**config.mk**
```make
export PLATFORM = sky130hd
export DESIGN_NAME = rdcap_calibrator
export DESIGN_NICKNAME = d
export VERILOG_FILES = /design/src/rtl/rdcap_pkg.sv /design/src/rtl/rdcap_window.sv /design/src/rtl/rdcap_memo.sv /design/src/rtl/rdcap_calibrator.sv
export SDC_FILE = /design/constraint.sdc
export NUM_CORES = 1
export LEC_CHECK = 0
export ABC_AREA = 0
export BUFFER_PORTS_ARGS = -buffer_cell sky130_fd_sc_hd__buf_2
export CORE_MARGIN = 2
export CORE_UTILIZATION = 44
export DETAILED_ROUTE_END_ITERATION = 16
export GPL_ROUTABILITY_DRIVEN = 1
export GPL_TIMING_DRIVEN = 0
export MAX_ROUTING_LAYER = met4
export PLACE_DENSITY = 0.66
export SLEW_MARGIN = 5
export SYNTH_ARGS = -nofsm -noshare
export SYNTH_HDL_FRONTEND = slang
export SYNTH_SLANG_ARGS = --single-unit
```
**constraint.sdc**
```tcl
create_clock -name clk -period 6.7 [get_ports clk]
set_input_delay 0 -clock clk [delete_from_list [all_inputs] [get_ports clk]]
set_output_delay 0 -clock clk [all_outputs]
set_load 0.01 [all_outputs]
```
**src/rtl/rdcap_pkg.sv**
```systemverilog
package rdcap_pkg;
  typedef enum logic [2:0] {
    ST_IDLE,
    ST_REF_ON,
    ST_REF_RD,
    ST_SW_ON,
    ST_SW_RD,
    ST_PROG,
    ST_DONE
  } cal_state_e;
endpackage

```
**src/rtl/rdcap_window.sv**
```systemverilog
// Tracks the first contiguous passing window during the sweep.
module rdcap_window #(
  parameter int DLY_W = 4
) (
  input  logic             clk,
  input  logic             rst_n,
  input  logic             clear,
  input  logic             step,
  input  logic [DLY_W-1:0] idx,
  input  logic             match,
  output logic [DLY_W-1:0] lo,
  output logic [DLY_W-1:0] hi,
  output logic             nxt_found,
  output logic [DLY_W-1:0] nxt_lo,
  output logic [DLY_W-1:0] nxt_hi,
  output logic             stop
);
  logic found_q;

  always_comb begin
    nxt_found = found_q | match;
    nxt_lo    = (!found_q && match) ? idx : lo;
    nxt_hi    = match ? idx : hi;
    stop      = found_q && !match;
  end

  always_ff @(posedge clk or negedge rst_n) begin
    if (!rst_n) begin
      found_q <= 1'b0;
      lo      <= '0;
      hi      <= '0;
    end else if (clear) begin
      found_q <= 1'b0;
      lo      <= '0;
      hi      <= '0;
    end else if (step) begin
      found_q <= nxt_found;
      lo      <= nxt_lo;
      hi      <= nxt_hi;
    end
  end
endmodule

```
**src/rtl/rdcap_memo.sv**
```systemverilog
// Remembers the clock and chip select of the last successful calibration.
module rdcap_memo #(
  parameter int CLKW = 20,
  parameter int CSW  = 2
) (
  input  logic            clk,
  input  logic            rst_n,
  input  logic            drop,
  input  logic            record,
  input  logic [CLKW-1:0] rec_clk,
  input  logic [CSW-1:0]  rec_cs,
  input  logic [CLKW-1:0] ask_clk,
  input  logic [CSW-1:0]  ask_cs,
  output logic            hit
);
  logic            ok_q;
  logic [CLKW-1:0] clk_q;
  logic [CSW-1:0]  cs_q;

  assign hit = ok_q && (clk_q == ask_clk) && (cs_q == ask_cs);

  always_ff @(posedge clk or negedge rst_n) begin
    if (!rst_n) begin
      ok_q  <= 1'b0;
      clk_q <= '0;
      cs_q  <= '0;
    end else if (record) begin
      ok_q  <= 1'b1;
      clk_q <= rec_clk;
      cs_q  <= rec_cs;
    end else if (drop) begin
      ok_q <= 1'b0;
    end
  end
endmodule

```
**src/rtl/rdcap_calibrator.sv**
```systemverilog
module rdcap_calibrator #(
  parameter int DLY_W = 4,
  parameter int CLKW  = 20,
  parameter int CSW   = 2,
  parameter int IDW   = 24
) (
  input  logic             clk,
  input  logic             rst_n,
  input  logic             start,
  input  logic [CLKW-1:0]  req_clk_khz,
  input  logic [CSW-1:0]   req_cs,
  input  logic [CLKW-1:0]  max_clk_khz,
  output logic             eng_slow_clk,
  output logic [CLKW-1:0]  eng_clk_khz,
  output logic [DLY_W-1:0] eng_delay,
  output logic             eng_en,
  output logic             eng_id_req,
  input  logic             eng_id_ack,
  input  logic             eng_id_err,
  input  logic [IDW-1:0]   eng_id_data,
  output logic             busy,
  output logic             done,
  output logic             fail,
  output logic             win_valid,
  output logic [DLY_W-1:0] win_lo,
  output logic [DLY_W-1:0] win_hi,
  output logic [DLY_W-1:0] chosen
);
  import rdcap_pkg::*;

  localparam int NDELAY = 1 << DLY_W;
  localparam logic [DLY_W-1:0] LAST_DLY = DLY_W'(NDELAY - 1);

  function automatic logic [CLKW-1:0] clamp_khz(input logic [CLKW-1:0] want,
                                                input logic [CLKW-1:0] limit);
    return (want > limit) ? limit : want;
  endfunction

  function automatic logic [DLY_W-1:0] window_mid(input logic [DLY_W-1:0] a,
                                                  input logic [DLY_W-1:0] b);
    logic [DLY_W:0] sum;
    sum = {1'b0, a} + {1'b0, b};
    return sum[DLY_W:1];
  endfunction

  cal_state_e       state;
  logic [CLKW-1:0]  tgt_clk;
  logic [CSW-1:0]   cs_q;
  logic [DLY_W-1:0] idx;
  logic [IDW-1:0]   ref_id;
  logic             en_q, slow_q, req_q, fail_q, valid_q;
  logic [DLY_W-1:0] dly_q, chosen_q;

  // Named internal events
  wire [CLKW-1:0] want_clk   = clamp_khz(req_clk_khz, max_clk_khz);
  wire            id_ok      = eng_id_ack && !eng_id_err;
  wire            id_bad     = eng_id_ack && eng_id_err;
  wire            ref_phase  = (state == ST_REF_RD);
  wire            sweep_step = (state == ST_SW_RD) && id_ok;
  wire            abort      = (ref_phase || state == ST_SW_RD) && id_bad;
  wire            id_match   = (eng_id_data == ref_id);
  wire            launch     = (state == ST_IDLE) && start;

  logic             memo_hit;
  logic             w_nxt_found, w_stop;
  logic [DLY_W-1:0] w_nxt_lo, w_nxt_hi;

  wire rerun     = launch && !memo_hit;
  wire sweep_end = sweep_step && (w_stop || idx == LAST_DLY);

  rdcap_memo #(.CLKW(CLKW), .CSW(CSW)) u_memo (
    .clk     (clk),
    .rst_n   (rst_n),
    .drop    (rerun),
    .record  (state == ST_PROG),
    .rec_clk (tgt_clk),
    .rec_cs  (cs_q),
    .ask_clk (want_clk),
    .ask_cs  (req_cs),
    .hit     (memo_hit)
  );

  rdcap_window #(.DLY_W(DLY_W)) u_window (
    .clk       (clk),
    .rst_n     (rst_n),
    .clear     (rerun),
    .step      (sweep_step),
    .idx       (idx),
    .match     (id_match),
    .lo        (win_lo),
    .hi        (win_hi),
    .nxt_found (w_nxt_found),
    .nxt_lo    (w_nxt_lo),
    .nxt_hi    (w_nxt_hi),
    .stop      (w_stop)
  );

  always_ff @(posedge clk or negedge rst_n) begin
    if (!rst_n) begin
      state    <= ST_IDLE;
      tgt_clk  <= '0;
      cs_q     <= '0;
      idx      <= '0;
      ref_id   <= '0;
      en_q     <= 1'b0;
      slow_q   <= 1'b0;
      req_q    <= 1'b0;
      fail_q   <= 1'b0;
      valid_q  <= 1'b0;
      dly_q    <= '0;
      chosen_q <= '0;
    end else begin
      unique case (state)
        ST_IDLE: if (start) begin
          tgt_clk <= want_clk;
          cs_q    <= req_cs;
          fail_q  <= 1'b0;
          if (memo_hit) begin
            en_q  <= 1'b1;
            state <= ST_DONE;
          end else begin
            en_q    <= 1'b0;
            slow_q  <= 1'b1;
            dly_q   <= '0;
            valid_q <= 1'b0;
            state   <= ST_REF_ON;
          end
        end
        ST_REF_ON: begin
          en_q  <= 1'b1;
          req_q <= 1'b1;
          state <= ST_REF_RD;
        end
        ST_REF_RD: if (eng_id_ack) begin
          req_q  <= 1'b0;
          en_q   <= 1'b0;
          slow_q <= 1'b0;
          if (eng_id_err) begin
            fail_q <= 1'b1;
            state  <= ST_DONE;
          end else begin
            ref_id <= eng_id_data;
            idx    <= '0;
            dly_q  <= '0;
            state  <= ST_SW_ON;
          end
        end
        ST_SW_ON: begin
          en_q  <= 1'b1;
          req_q <= 1'b1;
          state <= ST_SW_RD;
        end
        ST_SW_RD: if (eng_id_ack) begin
          req_q <= 1'b0;
          en_q  <= 1'b0;
          if (eng_id_err) begin
            fail_q <= 1'b1;
            state  <= ST_DONE;
          end else if (sweep_end) begin
            if (!w_nxt_found) begin
              fail_q <= 1'b1;
              state  <= ST_DONE;
            end else begin
              dly_q <= window_mid(w_nxt_lo, w_nxt_hi);
              state <= ST_PROG;
            end
          end else begin
            idx   <= idx + 1'b1;
            dly_q <= idx + 1'b1;
            state <= ST_SW_ON;
          end
        end
        ST_PROG: begin
          en_q     <= 1'b1;
          valid_q  <= 1'b1;
          chosen_q <= dly_q;
          state    <= ST_DONE;
        end
        ST_DONE: state <= ST_IDLE;
        default: state <= ST_IDLE;
      endcase
    end
  end

  assign eng_slow_clk = slow_q;
  assign eng_clk_khz  = tgt_clk;
  assign eng_delay    = dly_q;
  assign eng_en       = en_q;
  assign eng_id_req   = req_q;
  assign busy         = (state != ST_IDLE);
  assign done         = (state == ST_DONE);
  assign fail         = fail_q;
  assign win_valid    = valid_q;
  assign chosen       = chosen_q;
endmodule

```
# Yosys cells after proc, flatten, opt, wreduce, memory -nomap -nowiden
# Index checks and enable logic that the tools add are counted.
[classes] n_reduce_logical=37 muxes=52 n_bitwise=2 add_sub_neg=2 order_cmp=1 eq_ne=22
[ops] operator="$mux W4" count=17
[ops] operator="$eq A24 B24 Y1" count=1
[ops] operator="$mux W3" count=7
[ops] operator="$eq A20 B20 Y1" count=1
[ops] operator="$gt A20 B20 Y1" count=1
[ops] operator="$mux W20" count=1
[ops] operator="$mux W1" count=18
[ops] operator="$pmux W3 S6" count=1
[ops] operator="$ne A2 B2 Y1 const B" count=8
[ops] operator="$pmux W4 S3" count=1
[ops] operator="$reduce_and A3 Y1" count=4
[ops] operator="$reduce_bool A2 Y1" count=6
[ops] operator="$eq A3 B3 Y1 const B" count=3
[ops] operator="$logic_and A1 B1 Y1" count=9
[ops] operator="$ne A3 B3 Y1 const B" count=3
[ops] operator="$reduce_bool A3 Y1" count=3
[ops] operator="$pmux W4 S2" count=1
[ops] operator="$reduce_and A8 Y1" count=1
[ops] operator="$reduce_and A7 Y1" count=1
[ops] operator="$eq A3 B2 Y1 const B" count=2
[ops] operator="$pmux W1 S2" count=3
[ops] operator="$pmux W1 S3" count=2
[ops] operator="$reduce_and A6 Y1" count=1
[ops] operator="$add A4 B4 Y5" count=1
[ops] operator="other kinds (15)" count=20
[totals] input_bits=71 reg_bits=98 wordCells=134

# Logic depth before layout (Yosys ltp)
# Gate-level depths: netlist of the first run.
[depth] ltp_word=9 ltp_mapped=12 depth_no_buf=11

# By module
# A second synthesis of the first run with hierarchy kept.
[hier_totals] hier_cells=564 area_unflattened_um2=6019.5
[by_module_without_submodules] mod="rdcap_calibrator" seq_area_each_um2=1651.6 cells_each=433 instances=1 area_each_um2=4341.7
[by_module_without_submodules] mod="rdcap_memo" seq_area_each_um2=575.6 cells_each=79 instances=1 area_each_um2=1101.1
[by_module_without_submodules] mod="rdcap_window" seq_area_each_um2=225.2 cells_each=52 instances=1 area_each_um2=576.8

# Worst setup path before layout of the first run
# OpenSTA, ideal clock, no wires.
[synth_timing] path_kind="reg-to-reg" startpoint="register ref_id[2]" endpoint="register dly_q[3] (netlist: eng_delay[3])" n_path_buf=0 path_stages_with_launch=12 setup_slack_ns=3.750 arrival_time_ns=2.823 path_cell_list="dfrtp_1 > xnor2_1 > nand4_1 > nor4_1 > nand3_2 > nor2_1 > mux2_2 > fa_1 > a21o_1 > a21oi_1 > mux2i_1 > mux2_1"
[synth_between] elab_chain_len=9 elab_cells_between_ends=17 classes_between="add/sub (1); eq/ne (2); mux (7); bitwise (1); reduce/logical (6)"
[synth_rtl] element="start: declaration" line="rdcap_calibrator.sv:50" rtl="logic [IDW-1:0] ref_id;"
[synth_rtl] element="start signal: assignment" line="rdcap_calibrator.sv:142" rtl="ref_id <= eng_id_data;"
[synth_rtl] element="$eq A24 B24 Y1 *" line="rdcap_calibrator.sv:61" rtl="wire id_match = (eng_id_data == ref_id);"
[synth_rtl] element="$logic_and A1 B1 Y1 or $logic_not A1 Y1 (tied branches)" line="rdcap_window.sv:22, rdcap_window.sv:24"
[synth_rtl] element="$mux W4 or $logic_and A1 B1 Y1 (tied branches)" line="rdcap_window.sv:22, rdcap_window.sv:24"
[synth_rtl] element="$add A4 B4 Y5 or $logic_or A1 B1 Y1 (tied branches)" line="rdcap_calibrator.sv:42, rdcap_calibrator.sv:69"
[synth_rtl] element="$mux W4 or $logic_and A1 B1 Y1 (tied branches)" line="rdcap_calibrator.sv:160, rdcap_calibrator.sv:69"
[synth_rtl] element="$mux W4" line="rdcap_calibrator.sv:159" rtl="end else if (sweep_end) begin"
[synth_rtl] element="$mux W4" line="rdcap_calibrator.sv:156" rtl="if (eng_id_err) begin"
[synth_rtl] element="$mux W4" line="rdcap_calibrator.sv:153" rtl="ST_SW_RD: if (eng_id_ack) begin"
[synth_rtl] element="$pmux W4 S3" line="rdcap_calibrator.sv:113" rtl="unique case (state)"
[synth_rtl] element="end signal: assignment" line="rdcap_calibrator.sv:164" rtl="dly_q <= window_mid(w_nxt_lo, w_nxt_hi);"
[synth_rtl] element="end signal: assignment" line="rdcap_calibrator.sv:169" rtl="dly_q <= idx + 1'b1;"
[synth_rtl] element="end: declaration" line="rdcap_calibrator.sv:52" rtl="logic [DLY_W-1:0] dly_q, chosen_q;"
# Mark *: on every way between the ends. The rest lies on a longest branch, timed or not. The select of a mux whose other input is x is not followed.
# A chain may end at the register's enable or synchronous reset.

# Worst setup path in the final report of the first run
[layout_timing] startpoint="register ref_id[14]" endpoint="register dly_q[3] (netlist: eng_delay[3])"
# Same word-level chain as after synthesis.

==> results.py, run 1 <==
metrics = {
    "run_status": {
        "status": "finished clean",
    },
    "timing": {
        "rsz0062_at_grt": "no",
        "period_needed_ps": 3440,
        "hold_viol": 0,
        "fin_tns_setup_ps": 0,
        "relSlewSlack_pct": 52.6,
        "worstMarginPinSlew_ps": 707,
        "fin_worst_skew_ps": 7.19,
        "fin_hold_ws_ps": 0.0464,
        "fmax_ghz": 0.291,
        "finalSetupViolCount": 0,
        "post-route-period-util_pct": 51.3,
        "final.setup.worst_slack_ps": 3260,
        "slew_viol_final": 0,
    },
    "drt": {
        "vias": 4946,
        "wl_per_cell_um": 16.7,
        "first_pass_iters": 4,
        "ant_nets": 0,
        "drt_iter0_markers": 294,
        "drc": 0,
        "finalWirelength_mm": 15.4,
        "viasPerCell": 5.34,
    },
    "pwr": {
        "power_w": 0.00259,
        "peakVddDrop_uv": 193,
        "powerDensity_nw_per_um2": 354,
        "p_leak_nw": 3.44,
    },
    "synthesis": {
        "ys_types": 65,
        "synth_top_area_cell": "dfrtp_1",
        "synthFlopType": "dfrtp_1",
        "synth_edf_count": 0,
        "synth_top_area_share_pct": 42.2,
        "netlist_area_um2": 5810,
        "netlist_instances": 584,
        "async_reset_ff_share_pct": 100,
        "syn_avg_cell_area_um2": 9.95,
        "synth_nets": 680,
        "synth_area_leaders": "dfrtp_1 (42%), mux2_2 (12%), a21oi_1 (5.4%)",
        "ys_seq_area_share_pct": 42.2,
        "yosys_warnings": 0,
        "synth_seq_cells": 98,
    },
    "die": {
        "rows": 41,
        "die_h_um": 119,
        "die_w_um": 119,
        "fp.coreArea_um2": 12800,
        "initial_core_util_pct": 45.5,
        "dieArea_um2": 14100,
        "ioPinCount": 114,
    },
    "clock_tree": {
        "cts_setup_buffers": 0,
        "cts_root_buffer": "clkbuf_16",
        "postCtsResizedCells": 0,
        "clockBufferDepth": 2,
        "cts.sinks": 98,
        "cts_tree": "done",
        "clkTransAtPathRegs_ps": 70,
        "hold_buffers": 40,
        "cts_made_buffers": 9,
        "clk_latency_ps": 360,
        "htree_levels": 3,
    },
    "placed_design": {
        "hpwl_mm": 11.6,
        "post-place-ws_ps": 3300,
        "dp.cells": 870,
        "gp_congestion": 0.982,
        "io_buffers": 113,
    },
    "global_route": {
        "grt_util_all_layers_pct": 23.2,
        "grt_max_degree": 56,
        "antenna_found_initial": 0,
        "grt_overflow": 0,
        "grt_pass1_wl_mm": 25.2,
        "grt_pass1_vias": 5179,
    },
    "critical_path": {
        "start_kind": "flip-flop",
        "cp_max_fo": 10,
        "rrSetupSlack_ps": 3260,
        "end_kind": "flip-flop",
        "crit_required_ps": 6940,
        "worstSetupPathType": "flip-flop to flip-flop",
        "cp_data_arrival_time_ps": 3680,
    },
    "layout": {
        "diodes": 0,
        "nets": 845,
        "final_common_cell": "buf_2",
        "fin_cells": 926,
        "mostFrequentLayoutCells": "buf_2 (113), dfrtp_1 (98), nor2_1 (72)",
        "nFillCells": 1089,
        "layout-drive-gt1-share_pct": 28.4,
        "area_growth_pct": 25.8,
    },
    "min_path": {
        "hold_path.class": "input pin to flip-flop",
    },
    "job": {
        "maxCapViolations": 0,
    },
}
[kinds of logic after synthesis]
| kind of cell | count (synthesis) | share of synthesized area, % |
|---|---|---|
| AO/OA/AOI/OAI | 118 | 12.6 |
| XOR/XNOR | 57 | 8.59 |
| adder cells (fa/ha/maj) | 25 | 5.51 |
| buffers and inverters | 56 | 3.83 |
| flip-flops | 98 | 42.2 |
| multiplexers | 72 | 13.8 |
| AND/OR/NAND/NOR | 158 | 13.5 |
[state kept, by name, summed over array words and instances (netlist names)]
| name | cells |
|---|---|
| win_valid | 1 |
| eng_id_req | 1 |
| chosen | 4 |
| u_memo.ok_q | 1 |
| cs_q | 2 |
| u_window.lo | 4 |
| fail | 1 |
| state | 3 |
| idx | 4 |
| u_memo.clk_q | 20 |
| eng_delay | 4 |
| eng_clk_khz | 20 |
| u_memo.cs_q | 2 |
| u_window.hi | 4 |
| ref_id | 24 |
| eng_en | 1 |
| eng_slow_clk | 1 |
| u_window.found_q | 1 |
[metrics by stage]
stage          area (um2)  util [%]
2_1_floorplan        5810         -
3_3_place_gp         6590      51.6
3_5_place_dp         6610      51.8
4_1_cts              7310      57.2
5_1_grt              7310      57.2
6_report             7310      57.2
[layout make-up]
cell class,count,area [um2],area share [%]
multi-input combinational,430,3140,42.9
sequential,98,2450,33.5
timing repair buffer,154,988,13.5
clock buffer,10,239,3.27
tap,172,215,2.94
inverter,38,143,1.95
buffer,18,80.1,1.10
clock inverter,6,57.6,0.787
[worst max-delay path, stage by stage, from the launching register on]
cell,delay (ps)
dfrtp_1,390
xnor2_1,190
nand4_1,120
nor4_1,400
nand3_2,320
nor2_1,350
mux2_2,420
fa_1,440
a21o_1,180
a21oi_1,140
mux2i_1,80
mux2_1,270
[cells in the mapped netlist (2+ instances only)]
library cell and instances:
a31oi_1 3, inv_1 37, a21oi_1 63, dfrtp_1 98, o211ai_1 3, nor3b_1 2
nor2b_1 3, xnor2_1 30, a21o_1 4, nor3_1 4, buf_1 2, and2_1 3
mux2_1 2, mux2i_1 9, nand2b_1 4, nand4_1 12, o22ai_1 2, nor4_1 7
nor2_1 72, ha_1 24, mux2_2 61, a221oi_2 2, o21ai_0 20, nand3_1 9
clkbuf_1 13, nand2_1 28, xor2_1 27, a211oi_1 3
[power by group]
group,total (W),internal [W],switching (W),leakage [nW]
logic,0.00102,0.000488,0.000529,2.10
clock network,0.000522,0.000271,0.000251,0.147
registers,0.00105,0.000846,0.000206,1.20
[metal layers]
metal / track usage [%] / part of all wire [%]
met5: - / 0
met4: 8.56 / 2.0
met3: 3.59 / 5.1
met2: 39.0 / 49
met1: 28.2 / 44
[final timing paths]
| check | from | endpoint | cells past startpoint |
|---|---|---|---|
| max | ref_id[14] | eng_delay[3] | 11 |
| min | req_clk_khz[18] | eng_clk_khz[18] | 3 |
| max reg2reg | ref_id[14] | eng_delay[3] | 11 |
| min reg2reg | fail | fail | 2 |
| max in group asynchronous | rst_n | u_window.lo[3] | 3 |
| min in group asynchronous | rst_n | eng_clk_khz[16] | 2 |
Note: power is estimated with default switching activity, not from simulation.
==> run 2, diff against run 1 <==
==> constraint.sdc (replaced) <==
create_clock -name clk -period 3.17 [get_ports clk]
set_input_delay 0 -clock clk [delete_from_list [all_inputs] [get_ports clk]]
set_output_delay 0 -clock clk [all_outputs]
set_load 0.01 [all_outputs]
==> results.py, run 2 (synthesis gave the netlist of run 1 again) <==
metrics = {
    "timing": {
        "fin_worst_skew_ps": 7.14,
        "period_needed_ps": 3050,
        "worstMarginPinSlew_ps": 714,
        "fin_hold_ws_ps": -1.31,
        "rsz0062_at_grt": "no",
        "post-route-period-util_pct": 96.2,
        "finalSetupViolCount": 0,
        "slew_viol_final": 0,
        "relSlewSlack_pct": 52.1,
        "fmax_ghz": 0.328,
        "final.setup.worst_slack_ps": 121,
        "hold_viol": 1,
    },
    "clock_tree": {
        "clkTransAtPathRegs_ps": 70,
        "cts_tree": "done",
        "clockBufferDepth": 2,
        "htree_levels": 3,
        "cts_made_buffers": 9,
        "cts_root_buffer": "clkbuf_16",
        "clk_latency_ps": 360,
        "cts.sinks": 98,
    },
    "pwr": {
        "p_sw_w": 0.00209,
        "p_leak_nw": 3.47,
        "seqPwrFrac_pct": 40.6,
        "switching_share_pct": 38.1,
        "power_w": 0.00549,
        "peakVddDrop_uv": 415,
        "clockPowerShare_pct": 20.1,
        "p_int_w": 0.00340,
        "pwr-share-comb_pct": 39.3,
        "powerDensity_nw_per_um2": 742,
    },
    "run_status": {
        "status": "finished, violations left",
        "failed_checks": "hold timing",
    },
    "min_path": {
        "hold_end": "eng_clk_khz[18]",
        "hold_path.class": "input pin to flip-flop",
        "hold_depth": 3,
        "min-delay-start": "req_clk_khz[18]",
    },
    "die": {
        "die_h_um": 119,
        "fp.coreArea_um2": 12800,
        "rows": 41,
        "dieArea_um2": 14100,
        "ioPinCount": 114,
        "initial_core_util_pct": 45.5,
        "die_w_um": 119,
    },
    "layout": {
        "nFillCells": 1080,
        "post-route-util_pct": 58.0,
        "final_common_cell": "buf_2",
        "diodes": 0,
        "final_area_um2": 7400,
        "nets": 848,
        "largest_register_ff_count": 24,
        "area_growth_pct": 27.4,
        "top_register": "ref_id",
        "layout-drive-gt1-share_pct": 29.9,
        "mostFrequentLayoutCells": "buf_2 (113), dfrtp_1 (98), nor2_1 (70)",
    },
    "critical_path": {
        "reg2reg_from": "ref_id[5]",
        "cp_max_fo": 8,
        "end_kind": "flip-flop",
        "start_kind": "input pin",
        "crit_required_ps": 3420,
        "crit_start": "req_clk_khz[11]",
        "timing.rr.end": "eng_delay[3]",
        "worstSetupPathType": "input pin to flip-flop",
        "r2r_cells": 11,
        "cp_data_arrival_time_ps": 3300,
        "rrSetupSlack_ps": 170,
    },
    "drt": {
        "route.met3.wl_um": 740,
        "m1WireLength_mm": 6.85,
        "first_pass_iters": 4,
        "dr.max_layer_used": "met4",
        "drc": 0,
        "finalWirelength_mm": 15.6,
        "vias": 4947,
        "drt_iter0_markers": 329,
        "wl_met2_mm": 7.71,
        "ant_nets": 0,
        "viasPerCell": 5.33,
        "wl_per_cell_um": 16.8,
    },
    "placed_design": {
        "io_buffers": 113,
        "gp_congestion": 0.982,
        "post-place-ws_ps": -225,
        "hpwl_mm": 11.6,
        "place_area_um2": 6610,
    },
    "global_route": {
        "grt_pass1_vias": 5188,
        "grt_overflow": 0,
        "antenna_found_initial": 0,
        "grt_pass1_wl_mm": 25.3,
        "grt_util_all_layers_pct": 23.2,
        "grt_max_degree": 56,
    },
    "job": {
        "maxCapViolations": 0,
    },
}
[run 2: cell count changes in the layout (fill, tap and decap cells not counted), moves of 2 or more]
cell	delta
buf_4	+3
ha_1	-2
ha_4	+2
nor2_1	-2
[run 2: cell type report]
| type | count | area, um2 | share of cell area (%) |
|---|---|---|---|
| multi-input cells | 430 | 3200 | 43.3 |
| clock inverters | 6 | 57.6 | 0.777 |
| inverters | 38 | 143 | 1.93 |
| plain buffers | 18 | 81.3 | 1.10 |
| repair buffers | 157 | 1010 | 13.7 |
| well taps | 172 | 215 | 2.91 |
| flip-flops and latches | 98 | 2450 | 33.1 |
| clock buffers | 10 | 239 | 3.23 |
[run 2: power groups by stage]
stage,logic [W],registers (W),clock network [W]
after floorplan,0.00138,0.00223,0
after global placement,0.00206,0.00221,0
after detailed placement,0.00210,0.00224,0
after CTS,0.00215,0.00222,0.00112
after global routing,0.00239,0.00230,0.00117
final,0.00216,0.00223,0.00110
[run 2: critical path: stages]
cell and delay [ps]:
dlygate4sd3_1 530, buf_2 140, ha_1 320, nand4_2 170
nor4_4 450, nand2_1 260, nand2_1 220, mux2i_1 270
nand4b_2 270, o21ai_4 290, mux2_2 360
[run 2: stage by stage]
step	TNS [ps]	instances	hold WS, ps
final	0	929	-1.31
after global placement	-663	869	258
after global routing	0	929	21.1
after CTS	0	927	0.115
after detailed placement	-564	870	103
after floorplan	0	584	-296
[run 2: worst max-delay path by stage]
stage	to	slack [ps]	cells after the start
after floorplan	eng_delay[3]	220	11
after global placement	eng_delay[3]	-270	11
after detailed placement	eng_delay[3]	-230	11
after CTS	eng_clk_khz[1]	10	11
after global routing	eng_delay[2]	4	12
final	eng_delay[2]	120	11
[run 2: per-layer routing]
| layer | vias up | GRT usage [%] |
|---|---|---|
| met5 | - | - |
| met4 | 0 | 8.56 |
| met3 | 21 | 3.59 |
| met2 | 133 | 39.2 |
| met1 | 2413 | 28.3 |
| li1 | 2380 | - |
[run 2: timing repair]
action                     4_1_cts  5_1_grt
hold buffers                    40        0
pin swaps                        1        5
setup endpoints to repair        4       14
buffers inserted                 1        2
hold endpoints to repair        93        0
gates resized for setup          1       11
==> run 3, diff against run 2 <==
--- a/config.mk
+++ b/config.mk
@@ -7,8 +7,10 @@
 export LEC_CHECK = 0
 export ABC_AREA = 0
 export BUFFER_PORTS_ARGS = -buffer_cell sky130_fd_sc_hd__buf_2
+export CORE_ASPECT_RATIO = 0.7
 export CORE_MARGIN = 2
 export CORE_UTILIZATION = 44
+export CTS_CLUSTER_SIZE = 40
 export DETAILED_ROUTE_END_ITERATION = 16
 export GPL_ROUTABILITY_DRIVEN = 1
 export GPL_TIMING_DRIVEN = 0
==> constraint.sdc (replaced) <==
create_clock -name clk -period 3.23 [get_ports clk]
set_input_delay 0 -clock clk [delete_from_list [all_inputs] [get_ports clk]]
set_output_delay 0 -clock clk [all_outputs]
set_load 0.01 [all_outputs]
==> results.py, run 3 (synthesis gave the netlist of run 1 again) <==
metrics = {
    "run_status": {
        "status": "finished clean",
    },
    "pwr": {
        "p_int_w": 0.00333,
        "clockPowerShare_pct": 20.1,
        "pwr-share-comb_pct": 39.3,
        "p_leak_nw": 3.45,
        "seqPwrFrac_pct": 40.7,
        "powerDensity_nw_per_um2": 736,
        "peakVddDrop_uv": 329,
        "switching_share_pct": 38.3,
        "p_sw_w": 0.00207,
    },
    "critical_path": {
        "cp_data_arrival_time_ps": 3300,
        "reg2reg_from": "ref_id[16]",
        "rrSetupSlack_ps": 210,
        "crit_required_ps": 3460,
        "cp_slowest_cell": "dlygate4sd3_1",
        "cp_max_fo": 6,
        "r2r_cells": 12,
        "crit_path_cell_trace": "dlygate4sd3_1 -> buf_2 -> ha_1 -> nand4_1 -> nor4_2 -> o21ai_1 -> and2_1 -> o21bai_1 -> a211oi_2 -> nand4b_4 -> o21ai_4 -> mux2_1",
        "critPathMaxStageDelay_ps": 520,
        "start_kind": "input pin",
        "end_kind": "flip-flop",
        "worstSetupPathType": "input pin to flip-flop",
        "cp_top_family": "simple AND/OR/NAND/NOR gates",
        "critPathBufInv": 2,
        "timing.rr.end": "eng_delay[3]",
    },
    "layout": {
        "top_register": "ref_id",
        "fin_cells": 916,
        "regArea_um2": 2450,
        "area_growth_pct": 26.2,
        "mostFrequentLayoutCells": "buf_2 (113), dfrtp_1 (98), nor2_1 (70)",
        "diodes": 0,
        "multi_input_area_um2": 3200,
        "nets": 841,
        "layout-drive-gt1-share_pct": 29.7,
        "final_common_cell": "buf_2",
        "post-route-util_pct": 56.4,
        "largest_register_ff_count": 24,
        "nFillCells": 1124,
    },
    "timing": {
        "period_needed_ps": 3070,
        "slew_viol_final": 0,
        "final.setup.worst_slack_ps": 155,
        "fin_hold_ws_ps": 12.7,
        "hold_viol": 0,
        "fmax_ghz": 0.325,
        "post-route-period-util_pct": 95.2,
        "worstMarginPinSlew_ps": 721,
        "finalSetupViolCount": 0,
        "fin_tns_setup_ps": 0,
        "relSlewSlack_pct": 51.5,
        "fin_worst_skew_ps": 11.5,
    },
    "placed_design": {
        "hpwl_mm": 12.1,
        "dp.cells": 864,
        "post-place-ws_ps": -288,
        "gp_congestion": 0.905,
        "io_buffers": 113,
    },
    "min_path": {
        "hold_path.class": "input pin to flip-flop",
        "hold_depth": 3,
        "hold_end": "eng_clk_khz[10]",
        "min-delay-start": "req_clk_khz[10]",
    },
    "drt": {
        "vias": 4838,
        "viasPerCell": 5.28,
        "wl_per_cell_um": 17.3,
        "finalWirelength_mm": 15.8,
        "drc": 0,
        "ant_nets": 0,
        "first_pass_iters": 5,
        "drt_iter0_markers": 337,
    },
    "die": {
        "die_h_um": 100,
        "rows": 35,
        "die_w_um": 141,
        "fp.coreArea_um2": 13000,
        "dieArea_um2": 14200,
        "initial_core_util_pct": 44.7,
        "ioPinCount": 114,
    },
    "clock_tree": {
        "clk_latency_ps": 350,
        "cts_tree": "done",
        "clkTransAtPathRegs_ps": 70,
        "cts_root_buffer": "clkbuf_16",
        "htree_levels": 3,
        "cts.sinks": 98,
        "cts_made_buffers": 9,
        "clockBufferDepth": 2,
    },
    "global_route": {
        "grt_util_all_layers_pct": 23.9,
        "antenna_found_initial": 0,
        "grt_max_degree": 69,
        "grt_pass1_vias": 4860,
        "grt_overflow": 0,
        "grt_pass1_wl_mm": 25.3,
    },
    "job": {
        "maxCapViolations": 0,
    },
}
[run 3: metal layers]
metal	track usage, %	part of all wire, %
met2	35.4	44
met1	34.3	50
met4	6.54	1.4
met5	-	0
met3	3.82	4.8
[run 3: what timing repair did]
item                       in CTS  in global routing
hold endpoints to repair       63                  0
pin swaps                       1                  6
buffers inserted                1                  1
hold buffers                   34                  0
setup endpoints to repair       4                 14
resized for setup               2                 10
cloned                          0                  0
[run 3: cell type report]
| cell class | instances | area share (%) |
|---|---|---|
| clock inverter | 6 | 0.785 |
| timing repair buffer | 150 | 13.0 |
| buffer | 18 | 1.11 |
| sequential | 98 | 33.4 |
| tap | 166 | 2.83 |
| multi-input combinational | 430 | 43.7 |
| inverter | 38 | 1.95 |
| clock buffer | 10 | 3.26 |
[run 3: worst register-to-register path, stage by stage (launching register included)]
cell and delay [ps]:
dfrtp_1 390, xnor2_1 170, nand4_1 160, nor4_4 350
nand3_2 180, buf_4 220, nand2_1 60, o21ai_0 190
fa_1 510, a21o_1 180, a21oi_1 130, mux2i_1 70
mux2_1 280
[run 3: worst max-delay path by stage]
stage	cells after the start	start	to	slack, ps
floorplan	11	ref_id[2]	eng_delay[3]	280
global placement	11	ref_id[2]	eng_delay[3]	-240
detailed placement	11	ref_id[12]	eng_delay[3]	-290
CTS	12	req_clk_khz[17]	eng_clk_khz[5]	20
global route	12	req_clk_khz[17]	eng_clk_khz[5]	-8
finish	12	req_clk_khz[17]	eng_delay[1]	160
[run 3: power by group through the flow]
stage,Clock [W],Sequential (W),Combinational (W)
CTS,0.00112,0.00219,0.00212
global route,0.00116,0.00227,0.00234
finish,0.00108,0.00219,0.00212
floorplan,0,0.00219,0.00136
global placement,0,0.00217,0.00201
detailed placement,0,0.00221,0.00207
[run 3: through the flow]
| stage | total power (W) | cell area, um2 |
|---|---|---|
| after floorplan | 0.00354 | 5810 |
| final | 0.00540 | 7330 |
| after global routing | 0.00578 | 7330 |
| after global placement | 0.00419 | 6580 |
| after CTS | 0.00542 | 7270 |
| after detailed placement | 0.00428 | 6610 |
